<file path="config.mk">
export PLATFORM = sky130hd
export DESIGN_NAME = wdc_ctl_reg
export DESIGN_NICKNAME = d
export VERILOG_FILES = /design/src/rtl/wdc_pkg.sv /design/src/rtl/wdc_bus_decode.sv /design/src/rtl/wdc_field_store.sv /design/src/rtl/wdc_readback.sv /design/src/rtl/wdc_ctl_reg.sv
export SDC_FILE = /design/constraint.sdc
export NUM_CORES = 1
export LEC_CHECK = 0
export ABC_AREA = 1
export BUFFER_PORTS_ARGS = -buffer_cell sky130_fd_sc_hd__buf_2
export CAP_MARGIN = 20
export CORE_AREA = 5 5 42 44
export DETAILED_ROUTE_END_ITERATION = 7
export DIE_AREA = 0 0 47 49
export PLACE_DENSITY = 0.71
export SLEW_MARGIN = 15
export SYNTH_ARGS = -nofsm -noshare
export SYNTH_HDL_FRONTEND = slang
export SYNTH_SLANG_ARGS = --single-unit
</file>
<file path="constraint.sdc">
create_clock -name clk -period 2.8 [get_ports clk]
set_clock_uncertainty 0.2 [all_clocks]
set_input_delay 0.14 -clock clk [delete_from_list [all_inputs] [get_ports clk]]
set_output_delay 0.14 -clock clk [all_outputs]
set_load 0.01 [all_outputs]
</file>
<file path="src/rtl/wdc_pkg.sv">
package wdc_pkg;
    localparam int DATA_W   = 8;
    localparam int RATE_W   = 3;
    localparam int BIT_WIN  = 7;
    localparam int BIT_DBG  = 6;
    localparam int BIT_MASK = 5;
    localparam int RATE_LSB = 0;

    typedef logic [RATE_W-1:0] rate_t;

    typedef struct packed {
        logic  win;
        logic  dbg;
        rate_t rate;
    } wdc_fields_t;

    typedef struct packed {
        logic  hit;
        logic  mask;
        logic  win;
        logic  dbg;
        rate_t rate;
    } wdc_req_t;

    function automatic wdc_req_t split_write(input logic hit, input logic [DATA_W-1:0] d);
        wdc_req_t r;
        r.hit  = hit;
        r.mask = d[BIT_MASK];
        r.win  = d[BIT_WIN];
        r.dbg  = d[BIT_DBG];
        r.rate = d[RATE_LSB +: RATE_W];
        return r;
    endfunction

    function automatic logic [DATA_W-1:0] join_read(input wdc_fields_t f);
        logic [DATA_W-1:0] v;
        v = '0;
        v[BIT_WIN] = f.win;
        v[BIT_DBG] = f.dbg;
        v[RATE_LSB +: RATE_W] = f.rate;
        return v;
    endfunction
endpackage

</file>
<file path="src/rtl/wdc_bus_decode.sv">
module wdc_bus_decode
    import wdc_pkg::*;
#(
    parameter int ADDR_W   = 4,
    parameter int REG_ADDR = 8
) (
    input  logic [ADDR_W-1:0] bus_addr,
    input  logic              bus_wr,
    input  logic [DATA_W-1:0] bus_wdata,
    output logic              sel,
    output wdc_req_t          req
);
    localparam logic [ADDR_W-1:0] MY_ADDR = ADDR_W'(REG_ADDR);

    always_comb begin
        sel = (bus_addr == MY_ADDR);
        req = split_write(sel && bus_wr, bus_wdata);
    end
endmodule

</file>
<file path="src/rtl/wdc_field_store.sv">
module wdc_field_store
    import wdc_pkg::*;
#(
    parameter logic        WIN_RST  = 1'b0,
    parameter logic [2:0]  RATE_RST = 3'd7
) (
    input  logic        clk,
    input  logic        rst,
    input  logic        special_mode,
    input  wdc_req_t    req,
    output wdc_fields_t fields,
    output logic        locked
);
    localparam rate_t RATE_ZERO = '0;

    always_ff @(posedge clk) begin
        if (rst) begin
            fields.win  <= WIN_RST;
            fields.dbg  <= 1'b0;
            fields.rate <= rate_t'(RATE_RST);
            locked      <= 1'b0;
        end else if (req.hit) begin
            // debug-halt flag: free in special mode, set-only otherwise
            if (special_mode)
                fields.dbg <= req.dbg;
            else if (req.dbg)
                fields.dbg <= 1'b1;

            if (!req.mask) begin
                if (special_mode) begin
                    fields.win  <= req.win;
                    fields.rate <= req.rate;
                end else if (!locked) begin
                    if (req.win)
                        fields.win <= 1'b1;
                    if (req.rate != RATE_ZERO)
                        fields.rate <= req.rate;
                    locked <= 1'b1;
                end
            end
        end
    end
endmodule

</file>
<file path="src/rtl/wdc_readback.sv">
module wdc_readback
    import wdc_pkg::*;
(
    input  logic              sel,
    input  wdc_fields_t       fields,
    output logic [DATA_W-1:0] rdata
);
    always_comb begin
        rdata = sel ? join_read(fields) : '0;
    end
endmodule

</file>
<file path="src/rtl/wdc_ctl_reg.sv">
module wdc_ctl_reg
    import wdc_pkg::*;
#(
    parameter int          ADDR_W   = 4,
    parameter int          REG_ADDR = 8,
    parameter logic        WIN_RST  = 1'b0,
    parameter logic [2:0]  RATE_RST = 3'd7
) (
    input  logic              clk,
    input  logic              rst,
    input  logic              special_mode,
    input  logic [ADDR_W-1:0] bus_addr,
    input  logic              bus_wr,
    input  logic [7:0]        bus_wdata,
    output logic [7:0]        bus_rdata,
    output logic              win_enable,
    output logic              dbg_stop,
    output logic [2:0]        rate_sel,
    output logic              lock_status
);
    logic        sel;
    wdc_req_t    req;
    wdc_fields_t fields;
    logic        locked;

    wdc_bus_decode #(.ADDR_W(ADDR_W), .REG_ADDR(REG_ADDR)) u_dec (
        .bus_addr (bus_addr),
        .bus_wr   (bus_wr),
        .bus_wdata(bus_wdata),
        .sel      (sel),
        .req      (req)
    );

    wdc_field_store #(.WIN_RST(WIN_RST), .RATE_RST(RATE_RST)) u_store (
        .clk         (clk),
        .rst         (rst),
        .special_mode(special_mode),
        .req         (req),
        .fields      (fields),
        .locked      (locked)
    );

    wdc_readback u_rb (
        .sel   (sel),
        .fields(fields),
        .rdata (bus_rdata)
    );

    assign win_enable  = fields.win;
    assign dbg_stop    = fields.dbg;
    assign rate_sel    = fields.rate;
    assign lock_status = locked;
endmodule

</file>
==> results of run 1 <==
==> flip-flops by register name, summed over array words and instances, names as in the netlist <==
name / count
u_store.fields: 5
u_store.locked: 1
==> per-layer routing <==
layer,track usage,share of wire,up-vias
met5,0,0,-
met4,0.0415,0.014,0
met3,0.0480,0.10,3
met2,0.161,0.51,18
met1,0.106,0.37,187
li1,-,-,233
==> report_power, final <==
group	switching [mW]	leakage, nW	internal, mW	total [mW]
sequential	0.000607	0.0485	0.0867	0.0873
clock	0.0302	0.0138	0.0484	0.0786
combinational	0.0196	0.284	0.0186	0.0381
==> final timing paths <==
check / endpoint / depth (start not counted) / slack (ps)
worst max register to register: u_store.fields[1] / 6 / 1110
worst min-delay path: u_store.locked / 4 / 9
worst min register to register: u_store.fields[0] / 2 / 270
worst max-delay path: u_store.fields[1] / 6 / 1110
==> timing repair <==
item                                    4_1_cts  5_1_grt
setup buffers                                 0        0
endpoints found under the setup margin        0        0
hold buffers                                  8        0
endpoints found under the hold margin         6        0
==> worst max-delay path: cells and delay by family, from the launching register on <==
kind	cells	cell delay, ps
simple gates	2	140
compound gates	2	320
buf+inv	2	620
flops	1	310
==> cell families (layout without fill, tap and decap cells) <==
family	count (synthesis)	after routing	share of synthesized area
simple gates	26	26	0.375
buf+inv	15	47	0.179
compound gates	8	8	0.116
flops	6	6	0.319
other cells	1	3	0.00996
==> cell type report <==
| type | count | area, sq um | area share |
|---|---|---|---|
| Sequential cell | 6 | 120 | 0.199 |
| Inverter | 12 | 45.0 | 0.0745 |
| Multi-Input combinational cell | 37 | 196 | 0.325 |
| Clock buffer | 3 | 22.5 | 0.0373 |
| Tap cell | 16 | 20.0 | 0.0331 |
| Timing Repair Buffer | 32 | 200 | 0.331 |
==> metrics by stage <==
step | hold slack (ps) | cell area [sq um] | cells
2_1_floorplan | 2.44 | 384 | 58
3_3_place_gp | 160 | 502 | 95
3_5_place_dp | 167 | 502 | 95
4_1_cts | 1.31 | 604 | 106
5_1_grt | 27.1 | 604 | 106
6_report | 9.17 | 604 | 106
==> layout by cell type, fill, tap and decap left out <==
cell,synthesis,routed
conb_1,1,3
buf_2,0,24
o21ai_0,1,1
nand3_1,2,2
nand2_2,2,2
dlygate4sd3_1,0,8
nand2_1,11,11
dfxtp_1,6,6
nand4_1,1,1
o21ai_1,1,1
nand4_4,1,1
nor2_4,2,2
nor2_1,6,6
a21oi_1,5,5
a21oi_2,1,1
inv_1,12,12
nor3_1,1,1
clkbuf_4,0,3
==> metrics, run 1 <==
vias per cell 4.16; sequential element share of the synthesized area 0.319; CP max stage cell dlygate4sd3_1; Clock transition at path regs 50 ps; minimum clock period 1690 ps; TNS Setup 0 ps; # DRC 0; YS warnings 0; n_diodes 0; CP Max Fanout 5; synth unique cells 16; Pins Over Slew Limit 0; Iteration-0 DRC Markers 8; Lkg Pwr between 0.3 and 0.4 nW; asr flop ratio synth 0; CP cell instances inv_1 -> o21ai_1 -> nor2_4 -> a21oi_1 -> dlygate4sd3_1 -> nand2_1; H-tree depth 1; Fmax 0.592 GHz; fill count roughly 150; total chip power 204 uW; unrepaired setup endpoints after global routing no; worst setup margin roughly 1100 ps; crit share post-route 0.603; die area about 0.0023 sq mm; worst min-delay path category primary input to flop; Avg Inst Size Synth 6.73 sq um; Top FF cell, synth dfxtp_1; Die Wd 47 microns; CP startpoint kind flop; Critical Path RT 2740 ps; Num CTS Buffers 3; Placeable Area about 0.0014 sq mm; post-cts gate resize count 0; Wirelength per Cell roughly 9.5 microns; die height 49 microns; Power Density 338 mW/mm^2; Detailed Place HPWL 809 microns; Clock Path Buffers 2; CP Class flop to flop; dpl ws 1570 ps; post-layout util 0.431; initial core utilization 0.269; area leader, netlist dfxtp_1; via count of the routed design 441; clock tree from TritonCTS yes; Worst EP arrival ~1600 ps; # setup viols final 0; Max VDD drop 0.167 mV; Yosys reg bits 6; Syn Inst Count 56; port buffer count 24; leading post-synthesis cells by cell area dfxtp_1 (32%), inv_1 (12%), nand2_1 (11%), a21oi_1 (6.6%), buf_4 (6.0%); r2r startpoint u_store.locked; layout cell share with drive strength beyond 1 0.367; Worst setup EP type flop; TritonRoute pass-1 iters 4; area growth from synthesis to layout 60.5%; Sink Count 6; Post-synth EDFFs 0; min-delay src bus_wdata[5]; max_cap viols 0; row count 14; most common cell in the netlist inv_1; Total GRT Usage 0.0995; gp weighted congestion 0.699; Post-Synthesis Cell Area 377 sq um; number of global-route vias before repair approximately 410; Detail Route Antenna Nets 0; largest net degree at the start of global routing 7; initial antenna violation count 0; Post-layout nets 108; Fin. Hold Viols 0; I/O pin count 30; status complete, no violations; first-pass GRT wire length 1.66 mm; Commonest cells post-synth inv_1 (12), nand2_1 (11), dfxtp_1 (6), nor2_1 (6), a21oi_1 (5); critical path launch point u_store.locked; later-pin clock latency in the skew report 250 ps; Post-Route WL 1.01 mm; Yosys top cell area share 0.319; GRT overflow 0; Critical Path Max Stage Delay 570 ps; Root Driver clkbuf_4
Power figures use the tool's default switching activity.
==> run 2, diff against run 1 <==
PLACE_DENSITY = 0.73   (was 0.71)
clock period = 1.5 ns   (was 2.8 ns; I/O delays follow)
==> metrics, run 2 (synthesized netlist as in run 1, its figures left out) <==
n_diodes 0 (unchanged); Clock transition at path regs 40 ps (about the same); minimum clock period 1350 ps; Post-Route WL 959 microns (-5.2%); Critical Path Max Stage Delay 530 ps (-40 ps); Final Cell Area 604 sq um (unchanged); Seq pwr share 0.427 (about the same); Lkg Pwr 0.344 nW (-0.81%); Critical Path RT 1430 ps (-1310 ps); CP max stage cell dlygate4sd3_1; Fin. Hold Viols 0 (unchanged); clock tree from TritonCTS yes; initial core utilization 0.269 (unchanged); CP Class primary input to flop; area growth from synthesis to layout 60.5% (unchanged); Net Sw Frac 0.245 (-0.00182); Post-layout nets 108 (unchanged); TritonRoute pass-1 iters 2 (-2); Detail Route Antenna Nets 0 (unchanged); port buffer count 24 (unchanged); Die Wd 47 microns (unchanged); Post-CTS Hold Fix Bufs 8 (unchanged); combinational share of power 0.188 (about the same); number of global-route vias before repair 382 (-7.5%); unrepaired setup endpoints after global routing no; status complete, no violations; Clock Power Share 0.385 (about the same); Post-CTS Setup Bufs 0 (unchanged); Max VDD drop 0.308 mV (+84%); CP cell instances dlygate4sd3_1 -> buf_2 -> inv_1 -> o21ai_1 -> nor2_4 -> nand2_2 -> nand2_1 -> nand2_1; CP Max Fanout 5 (unchanged); Biggest register u_store.fields; critical path's top delay family buffers and inverters; Detailed Place HPWL 775 microns (-4.2%); net switching power 93.6 uW (+86%); later-pin clock latency in the skew report 240 ps (about the same); die height 49 microns (unchanged); worst hold slack 8.00 ps (-1.17 ps); Root Driver clkbuf_4; Cell Int Power 288 uW (+87%); GRT overflow 0 (unchanged); post-cts gate resize count 0 (unchanged); post-layout util 0.431 (unchanged); total chip power 382 uW (+87%); commonest non-fill, non-tap cell in the layout buf_2; CP bufs+invs 3 (+1); worst min-delay path category primary input to flop; row count 14 (unchanged); Iteration-0 DRC Markers 4 (-4); via count of the routed design 430 (-2.5%); commonest non-fill, non-tap cells in the layout buf_2 (24), inv_1 (12), nand2_1 (11); crit-path most repeated cell nand2_1; crit share post-route 0.902; layout cell share with drive strength beyond 1 0.367 (unchanged); Pins Over Slew Limit 0 (unchanged); gp weighted congestion 0.670 (-4.1%); Num CTS Buffers 3 (unchanged); worst setup margin 147 ps (-964 ps); vias per cell 4.06 (-2.5%); Total GRT Usage 0.0932 (-0.00635); CP startpoint kind primary input; Placeable Area 0.00140 sq mm (unchanged); # setup viols final 0 (unchanged); Power Density 632 mW/mm^2 (+87%); dpl ws 334 ps (-1240 ps); initial antenna violation count 0 (unchanged); # DRC 0 (unchanged); Fmax 0.739 GHz; Clock Path Buffers 2 (unchanged); number of flip-flops in the largest register 5 (unchanged); TNS Setup 0 ps (unchanged); Post-Layout Cell Count 106 (unchanged); max_cap viols 0 (unchanged); Worst setup EP type flop; Sink Count 6 (unchanged); placed instance count 95 (unchanged); first-pass GRT wire length 1.52 mm (-8.7%); Worst EP arrival 1280 ps (-350 ps); largest net degree at the start of global routing 7 (unchanged); Wirelength per Cell 9.05 microns (-5.2%); placed cell areas 502 sq um (unchanged); die area 0.00230 sq mm (unchanged); I/O pin count 30 (unchanged); top flop regs u_store.fields (5), u_store.locked (1); H-tree depth 1 (unchanged)
run 2: layout make-up:
type | count | area, sq um
Timing Repair Buffer | 32 | 200
Sequential cell | 6 | 120
Tap cell | 16 | 20.0
Fill cell | 153 | 797
Multi-Input combinational cell | 37 | 196
Clock buffer | 3 | 22.5
Inverter | 12 | 45.0
run 2: worst paths after layout:
kind / endpoint / cells after the start / start / slack [ps]
worst max-delay path: u_store.fields[2] / 8 / bus_wdata[5] / 150
worst max register to register: u_store.fields[2] / 5 / u_store.locked / 340
worst min-delay path: u_store.fields[4] / 4 / bus_wr / 8
worst min register to register: u_store.fields[0] / 2 / u_store.fields[0] / 260
run 2: layer usage:
layer,global-route usage,vias up,wire [microns],share of wire
met3,0.0627,0,93,0.097
met5,0,-,0,0
met4,0.0276,0,0,0
met2,0.154,15,507,0.53
met1,0.0907,183,358,0.37
li1,-,232,-,-
run 2: tightest hold or removal path: cells and delay by family:
kind                   cells  cell delay (ps)
AO/OA/AOI/OAI              1               50
AND/OR/NAND/NOR            2              160
buffers and inverters      1              110
run 2: power groups by stage:
stage / combinational, mW / sequential [mW] / clock [mW]
2_1_floorplan: 0.0297 / 0.167 / 0
3_3_place_gp: 0.0553 / 0.166 / 0
3_5_place_dp: 0.0562 / 0.166 / 0
4_1_cts: 0.0723 / 0.163 / 0.158
5_1_grt: 0.0800 / 0.163 / 0.166
6_report: 0.0719 / 0.163 / 0.147
==> run 3, diff against run 2 <==
HOLD_SLACK_MARGIN = 0.15   (was unset)
==> metrics, run 3 (synthesized netlist as in run 1, its figures left out) <==
CP Class primary input to flop; minimum clock period 1430 ps (+78.4 ps); Worst setup EP type flop; later-pin clock latency in the skew report 240 ps (about the same); GRT overflow 0 (unchanged); dpl ws 334 ps (unchanged); GR Util met2 0.179 (+0.0249); Die Wd 47 microns (unchanged); initial antenna violation count 0 (unchanged); TritonRoute pass-1 iters 4 (+2); row count 14 (unchanged); vias per cell 4.27 (+5.3%); Lkg Pwr 0.377 nW (+9.9%); CP startpoint kind primary input; commonest non-fill, non-tap cells in the layout buf_2 (24), dlygate4sd3_1 (15), inv_1 (12); Iteration-0 DRC Markers 7 (+3); Post-CTS Hold Fix Bufs 16 (+8); placed cell areas 502 sq um (unchanged); worst hold slack 62.7 ps (+54.7 ps); max_cap viols 0 (unchanged); Hold Path Stages 5 (+1); Clock Path Buffers 2 (unchanged); port buffer count 24 (unchanged); gp weighted congestion 0.670 (unchanged); Sink Count 6 (unchanged); Critical Path RT 1430 ps (about the same); Pins Over Slew Limit 0 (unchanged); via count of the routed design 487 (+13%); die height 49 microns (unchanged); top flop regs u_store.fields (5), u_store.locked (1); Worst EP arrival 1360 ps (+80 ps); I/O pin count 30 (unchanged); Num CTS Buffers 3 (unchanged); Power Density 584 mW/mm^2 (-7.6%); grt met3 use 0.0664 (+0.00369); worst setup margin 68.3 ps (-78.4 ps); Post-Route WL 1.15 mm (+20%); met1 GRT Util 0.106 (+0.0155); Max VDD drop 0.313 mV (+1.6%); clock tree from TritonCTS yes; die area 0.00230 sq mm (unchanged); worst min-delay path category primary input to flop; initial core utilization 0.269 (unchanged); layout cell share with drive strength beyond 1 0.347 (-0.0197); crit share post-route 0.954 (+0.0523); H-tree depth 1 (unchanged); Biggest register u_store.fields; Total GRT Usage 0.110 (+0.0169); Root Driver clkbuf_4; unrepaired setup endpoints after global routing no; post-cts gate resize count 0 (unchanged); Detail Route Antenna Nets 0 (unchanged); TNS Setup 0 ps (unchanged); status complete, no violations; Wirelength per Cell 10.1 microns (+11%); depth of the worst register-to-register path 6 (+1); flop-to-flop setup slack 260 ps (-80 ps); commonest non-fill, non-tap cell in the layout buf_2; largest net degree at the start of global routing 7 (unchanged); post-layout util 0.487 (+0.0554); CP Max Fanout 1 (-4); n_diodes 0 (unchanged); area growth from synthesis to layout 81.1%; number of flip-flops in the largest register 5 (unchanged); # DRC 0 (unchanged); Post-layout nets 116 (+7.4%); first-pass GRT wire length 1.81 mm (+19%); Min-Delay Endpoint u_store.fields[4]; Fin. Hold Viols 0 (unchanged); Detailed Place HPWL 775 microns (unchanged); total chip power 398 uW (+4.2%); placed instance count 95 (unchanged); FF-to-FF End u_store.fields[0]; # setup viols final 0 (unchanged); Final Cell Area 682 sq um (+13%); number of global-route vias before repair 449 (+18%); Fmax 0.698 GHz (-5.5%); Placeable Area 0.00140 sq mm (unchanged); r2r startpoint u_store.locked; Clock transition at path regs 50 ps (about the same); grt peak-use layer met2; min-delay src bus_wr; Post-Layout Cell Count 114 (+7.5%)
## run 3: changes by cell type in the layout (fill, tap and decap cells not counted)
cell,change
buf_4,+1
dlygate4sd3_1,+7
## run 3: worst max-delay path by stage
stage / startpoint / endpoint / slack [ps] / depth (start not counted)
after floorplan: u_store.locked / u_store.fields[0] / 330 / 5
after global placement: u_store.locked / u_store.fields[2] / 350 / 5
after detailed placement: u_store.locked / u_store.fields[2] / 330 / 5
after CTS: bus_wdata[6] / u_store.fields[3] / 70 / 5
after global routing: bus_wdata[6] / u_store.fields[3] / 40 / 5
final: bus_wdata[6] / u_store.fields[3] / 70 / 5
## run 3: critical path, cell delays in order
cell	delay, ps
dlygate4sd3_1	530
buf_2	120
nand2_1	50
dlygate4sd3_1	530
a21oi_1	60
## run 3: power by group
| part | total [mW] | internal [mW] | switching, mW | leakage, nW |
|---|---|---|---|---|
| Combinational | 0.0853 | 0.0457 | 0.0396 | 0.315 |
| Clock | 0.150 | 0.0906 | 0.0592 | 0.0138 |
| Sequential | 0.163 | 0.162 | 0.00113 | 0.0485 |
## run 3: layout make-up
class	instances	area (sq um)
Fill cell	148	719
Timing Repair Buffer	40	278
Multi-Input combinational cell	37	196
Sequential cell	6	120
Inverter	12	45.0
Clock buffer	3	22.5
Tap cell	16	20.0
## run 3: routing by layer
layer  part of all wire  routed length [microns]
met1               0.36                      408
met2               0.53                      614
met3              0.087                      100
met4              0.022                       25
met5                  0                        0
## run 3: what timing repair did
item                                    CTS  global route
hold endpoints to repair                  6             4
buffers inserted                          0             1
endpoints found under the setup margin    0             2
